==> config.mk <==
export PLATFORM = sky130hd
export DESIGN_NAME = ser10_tree
export DESIGN_NICKNAME = d
export VERILOG_FILES = /design/src/rtl/ser10_pkg.sv /design/src/rtl/ser10_clkdiv.sv /design/src/rtl/ser10_capture.sv /design/src/rtl/ser10_mux5.sv /design/src/rtl/ser10_merge2.sv /design/src/rtl/ser10_tree.sv
export SDC_FILE = /design/constraint.sdc
export NUM_CORES = 1
export LEC_CHECK = 0
export ABC_AREA = 1
export BUFFER_PORTS_ARGS = -buffer_cell sky130_fd_sc_hd__buf_2
export CAP_MARGIN = 20
export CORE_UTILIZATION = 47
export CTS_CLUSTER_DIAMETER = 40
export DETAILED_ROUTE_END_ITERATION = 10
export PLACE_DENSITY = 0.71
export SETUP_SLACK_MARGIN = 0.02
export SLEW_MARGIN = 30
export SYNTH_ARGS = -nofsm -noshare
export SYNTH_HDL_FRONTEND = slang
export SYNTH_SLANG_ARGS = --single-unit
==> constraint.sdc <==
create_clock -name clk -period 1.25 [get_ports clk]
set_input_delay 0.125 -clock clk [delete_from_list [all_inputs] [get_ports clk]]
set_output_delay 0.125 -clock clk [all_outputs]
set_load 0.005 [all_outputs]
==> src/rtl/ser10_pkg.sv <==
// Shared definitions for the ten-to-one serializer tree.
// Assumes a single bit clock; all slower rates are enables derived from it.
package ser10_pkg;

    // Which half-rate stream the final merge forwards in a given cycle.
    typedef enum logic {
        SRC_UNIT_LO = 1'b0,
        SRC_UNIT_HI = 1'b1
    } merge_src_e;

    // Map the divider's low phase bit to the stream to forward on the next edge.
    function automatic merge_src_e src_for_phase(input logic ph_odd);
        return ph_odd ? SRC_UNIT_LO : SRC_UNIT_HI;
    endfunction

endpackage

==> src/rtl/ser10_clkdiv.sv <==
// Clock divider: a phase counter that wraps every LANES cycles.
// Produces the word-rate load enable (last phase) and the half-rate
// step enable (even phases). Assumes LANES is even.
module ser10_clkdiv #(
    parameter int LANES = 10,
    localparam int PW = $clog2(LANES)
) (
    input  logic          clk,
    input  logic          rst_n,
    output logic [PW-1:0] ph,
    output logic          word_en,
    output logic          half_en
);
    localparam logic [PW-1:0] LAST = PW'(LANES - 1);

    // Advance the phase, wrapping after the last one.
    always_ff @(posedge clk) begin
        if (!rst_n)          ph <= '0;
        else if (ph == LAST) ph <= '0;
        else                 ph <= ph + 1'b1;
    end

    // Decode the rate enables from the phase.
    assign word_en = (ph == LAST);
    assign half_en = ~ph[0];

    AST_PHASE_RANGE: assert property (@(posedge clk) disable iff (!rst_n)
        ph <= LAST);
    AST_PHASE_WRAP: assert property (@(posedge clk) disable iff (!rst_n)
        word_en |=> (ph == '0));
endmodule

==> src/rtl/ser10_capture.sv <==
// Parallel receive register: takes the whole word on the load enable and
// holds it otherwise. 'armed' marks that at least one word was taken.
module ser10_capture #(
    parameter int LANES = 10
) (
    input  logic             clk,
    input  logic             rst_n,
    input  logic             load,
    input  logic [LANES-1:0] d,
    output logic [LANES-1:0] cap_q,
    output logic             armed
);
    // Register the word on the load enable only.
    always_ff @(posedge clk) begin
        if (!rst_n) begin
            cap_q <= '0;
            armed <= 1'b0;
        end else if (load) begin
            cap_q <= d;
            armed <= 1'b1;
        end
    end

    AST_CAPTURE_HOLD: assert property (@(posedge clk) disable iff (!rst_n)
        !load |=> $stable(cap_q));
    AST_CAPTURE_TAKE: assert property (@(posedge clk) disable iff (!rst_n)
        load |=> (cap_q == $past(d)));
endmodule

==> src/rtl/ser10_mux5.sv <==
// Multiphase selector: on each step enable, registers the lane chosen by
// the step index. Its output changes at most once per two bit clocks.
// Assumes sel stays below GRP whenever step_en is high.
module ser10_mux5 #(
    parameter int GRP = 5,
    localparam int SW = $clog2(GRP)
) (
    input  logic           clk,
    input  logic           rst_n,
    input  logic           step_en,
    input  logic [SW-1:0]  sel,
    input  logic [GRP-1:0] lanes,
    output logic           q
);
    localparam logic [SW-1:0] SEL_MAX = SW'(GRP - 1);

    // Register the selected lane on each step.
    always_ff @(posedge clk) begin
        if (!rst_n)       q <= 1'b0;
        else if (step_en) q <= lanes[sel];
    end

    AST_UNIT_HOLD: assert property (@(posedge clk) disable iff (!rst_n)
        !step_en |=> $stable(q));
    AST_SEL_RANGE: assert property (@(posedge clk) disable iff (!rst_n)
        step_en |-> (sel <= SEL_MAX));
endmodule

==> src/rtl/ser10_merge2.sv <==
// Final two-to-one merge: forwards the low unit's stream on odd phases and
// the high unit's on even phases, so the two streams alternate. Output is
// held low until the first word has been armed.
module ser10_merge2
    import ser10_pkg::*;
(
    input  logic clk,
    input  logic rst_n,
    input  logic armed,
    input  logic ph_odd,
    input  logic lo_bit,
    input  logic hi_bit,
    output logic q
);
    merge_src_e src;

    // Pick the source stream for the coming edge.
    always_comb begin
        src = src_for_phase(ph_odd);
    end

    // Register the interleaved bit, quiet before the first word.
    always_ff @(posedge clk) begin
        if (!rst_n || !armed)        q <= 1'b0;
        else if (src == SRC_UNIT_LO) q <= lo_bit;
        else                         q <= hi_bit;
    end

    AST_QUIET_UNTIL_ARMED: assert property (@(posedge clk) disable iff (!rst_n)
        !armed |=> !q);
endmodule

==> src/rtl/ser10_tree.sv <==
// Ten-to-one serializer tree: divider, parallel capture, two five-to-one
// multiphase units and a two-to-one merge, all on one bit clock.
// Assumes the upstream logic presents each word across the edge that
// ends a word_ld cycle.
module ser10_tree #(
    parameter int GRP = 5,
    localparam int LANES = 2 * GRP,
    localparam int PW = $clog2(LANES),
    localparam int SW = $clog2(GRP)
) (
    input  logic             clk,
    input  logic             rst_n,
    input  logic [LANES-1:0] par_in,
    output logic             word_ld,
    output logic             ser_out
);
    logic [PW-1:0]    ph;
    logic             half_en;
    logic [LANES-1:0] cap_q;
    logic             armed;
    logic [SW-1:0]    step_sel;
    logic [1:0]       unit_q;
    logic [PW-1:0]    ph_half;

    ser10_clkdiv #(.LANES(LANES)) u_div (
        .clk(clk), .rst_n(rst_n), .ph(ph), .word_en(word_ld), .half_en(half_en)
    );

    ser10_capture #(.LANES(LANES)) u_cap (
        .clk(clk), .rst_n(rst_n), .load(word_ld), .d(par_in),
        .cap_q(cap_q), .armed(armed)
    );

    // Derive the step index (phase / 2) shared by both units.
    always_comb begin
        ph_half  = ph >> 1;
        step_sel = ph_half[SW-1:0];
    end

    // One multiphase unit per half of the captured word.
    for (genvar u = 0; u < 2; u++) begin : g_unit
        ser10_mux5 #(.GRP(GRP)) u_mux (
            .clk(clk), .rst_n(rst_n), .step_en(half_en), .sel(step_sel),
            .lanes(cap_q[u*GRP +: GRP]), .q(unit_q[u])
        );
    end

    ser10_merge2 u_merge (
        .clk(clk), .rst_n(rst_n), .armed(armed), .ph_odd(ph[0]),
        .lo_bit(unit_q[0]), .hi_bit(unit_q[1]), .q(ser_out)
    );
endmodule

==> flow_summary.toml <==
[global_routing]
grt_util_met1_pct = 22.3
use_met2_pct = 31.2
grt_max_degree = 11
grt.busiest_layer = "met2"
grt_usage_pct = 18.7
grt_pass1_vias = 609
grt_antenna_before_repair = 0
grt.overflow.total = 0
grt_pass1_wl_um = 2520
grt_use_met3_pct = 4.68

[cells_and_area]
finalNonFillerCells = 131
drive_above_1_share_pct = 32.2
fillers = 136
synthToLayoutAreaGrowth_pct = 21.7
stdcell_area_um2 = 948
nNetsFinal = 130
diodes = 0

[synth]
ys_types = 21
synth_cells = 95
synth_area_per_cell_um2 = 8.21
yosysWarnings = 0
ys_seq_area_share_pct = 46.2
ys_ff_latch = 18
mappedNetlistArea_um2 = 779
synth_fp_nets = 109

[clock_tree]
cts_tree = "built"
root_buffer = "clkbuf_4"
clockBufferDepth = 2
htree_levels = 1
clk_latency_ps = 300
cts.clk_slew.worst_paths_ps = 100
cts.sinks = 18
cts_buffers = 3

[placed_design]
place_area_um2 = 860
hpwl_um = 1020
post-place-cells = 125
port_buffers = 13
place_congestion = 0.801

[routing]
first_pass_iters = 4
drc = 0
wirelength_um = 1450
wl_per_cell_um = 11.0
drtIter0Drc = 9
drtAntennaViolNets = 0
vias_per_cell = 5.05
num_vias = 661

[die]
start_util_pct = 51.1
core_mm2 = 0.00152
rows = 14
fp.dieH_um = 42.7
fp.dieW_um = 42.7
ios = 14
die_area_mm2 = 0.00183

[setup_path]
cp_slowest_cell = "dfxtp_2"
crit_path_start_kind = "flip-flop"
cpPeakStageDelay_ps = 350
path_class = "reg2out"
critical_path.top_delay_family = "flip-flops"
worstPathArrival_ps = 1100
cp_num_buf_inv = 3
path_cells = "inv_2 -> ha_4 -> nand2_4 -> clkinv_8 -> buf_6"
critPathRequiredTime_ps = 1120
cp-end-kind = "primary output"
path_max_fanout = 2

[hold_path]
hp-class = "in2reg"

[timing]
finalHoldViolations = 0
finalSetupViolCount = 0
tightest_slew_ps = 228
drv_slew = 0
fmax_mhz = 815
rsz0062_at_grt = "true"
fin_worst_skew_ps = 2.96
finalCritPeriodShare_pct = 98.2
min_period_ps = 1230
setup_tns_ps = 0
slew_headroom_pct = 84.7

[power]
p_leak_nw = 0.401
vdd_drop_max_v = 0.000822
power_density_mw_per_mm2 = 1140
total_power_w = 0.00108

[outcome]
outcome = "complete, no violations"

[job]
cap_violations = 0
worst paths after layout:
| kind | start | endpoint | slack [ps] | depth (start not counted) |
|---|---|---|---|---|
| max | u_div.ph[1]$_SDFF_PP0_ | word_ld | 20 | 5 |
| min | par_in[6] | u_cap.cap_q[6]$_SDFFE_PN0N_ | 50 | 3 |
| max reg2reg | u_div.ph[3]$_SDFF_PP0_ | u_cap.cap_q[7]$_SDFFE_PN0N_ | 100 | 7 |
| min reg2reg | u_cap.armed$_SDFFE_PN0N_ | u_merge.q$_SDFF_PP0_ | 450 | 2 |
placed cells by master (no fill, tap or decap), types with 2 or more instances in the layout:
cell type	instances
a21oi_1	9
nand2_2	5
nor2_1	4
dfxtp_1	16
inv_1	8
nand2_1	18
buf_4	6
nand3_1	9
buf_2	12
o21ai_0	8
o21ai_1	2
dfxtp_2	2
clkbuf_4	3
registers in the layout, indices dropped and copies added, names as in the netlist:
name,cells
g_unit.u_mux.q,2
u_cap.armed,1
u_cap.cap_q,10
u_div.ph,4
u_merge.q,1
Yosys cell counts:
master,n,area (µm²)
clkinv_2,1,5.00
nor2_8,1,20.0
o211ai_1,1,7.51
a31oi_1,1,6.26
dfxtp_1,18,360
inv_6,1,8.76
nand3_1,9,45.0
xnor2_1,1,8.76
inv_2,1,3.75
inv_1,8,30.0
nor2_1,4,15.0
ha_1,2,25.0
o21ai_1,2,10.0
buf_12,1,20.0
buf_6,1,11.3
nand2_4,1,11.3
o21ai_0,8,40.0
a21oi_1,10,50.1
nand2_1,19,71.3
nand2_2,4,25.0
buf_2,1,5.00
cell families after synthesis:
family          after synthesis  synth area share [%]
compound gates               22                  14.6
xor+xnor                      1                  1.12
fa+ha+maj                     2                  3.21
buf+inv                      14                  10.8
flops                        18                  46.2
simple gates                 38                  24.1
worst register-to-register path, cell delays in order (launching register included):
cell     delay (ps)
dfxtp_1         390
inv_6            60
nor2_8          100
nand2_4          80
buf_4           150
buf_4           150
nand2_1          70
a21oi_2          50
per-stage QoR:
| stage | hold slack [ps] | worst slack, ps | util, % |
|---|---|---|---|
| 2_1_floorplan | 262 | 62.9 | - |
| 3_3_place_gp | 348 | 116 | 56.4 |
| 3_5_place_dp | 359 | 43.4 | 56.4 |
| 4_1_cts | 43.7 | 27.4 | 61.4 |
| 5_1_grt | 52.5 | -33.7 | 62.2 |
| 6_report | 49.7 | 22.9 | 62.2 |
where the power goes:
part / internal, W / leakage (nW) / switching, W / total, W
Combinational: 0.0000554 / 0.233 / 0.0000659 / 0.000121
Sequential: 0.000588 / 0.147 / 0.0000127 / 0.000601
Clock: 0.000178 / 0.0210 / 0.000180 / 0.000357
Total: 0.000821 / 0.401 / 0.000258 / 0.00108
what timing repair did:
action / CTS / global route
endpoints found under the hold margin: 0 / 0
gates cloned: 0 / 0
pin swaps: 1 / 1
hold buffers: 0 / 0
resized for setup: 5 / 3
setup buffers: 2 / 0
endpoints found under the setup margin: 2 / 7
per-layer routing:
| layer | up-vias | routed length, µm |
|---|---|---|
| met5 | - | 0 |
| met4 | 0 | 25 |
| met3 | 2 | 64 |
| met2 | 17 | 681 |
| met1 | 294 | 675 |
| li1 | 348 | - |
final cells by class:
cell class,count,area [µm²],area share (%)
Multi-Input combinational cell,63,354,37.3
Timing Repair Buffer,19,116,12.3
Tap cell,16,20.0,2.11
Sequential cell,18,363,38.3
Inverter,11,58.8,6.20
Clock buffer,4,36.3,3.83
Note: power is estimated with default switching activity, not from simulation.
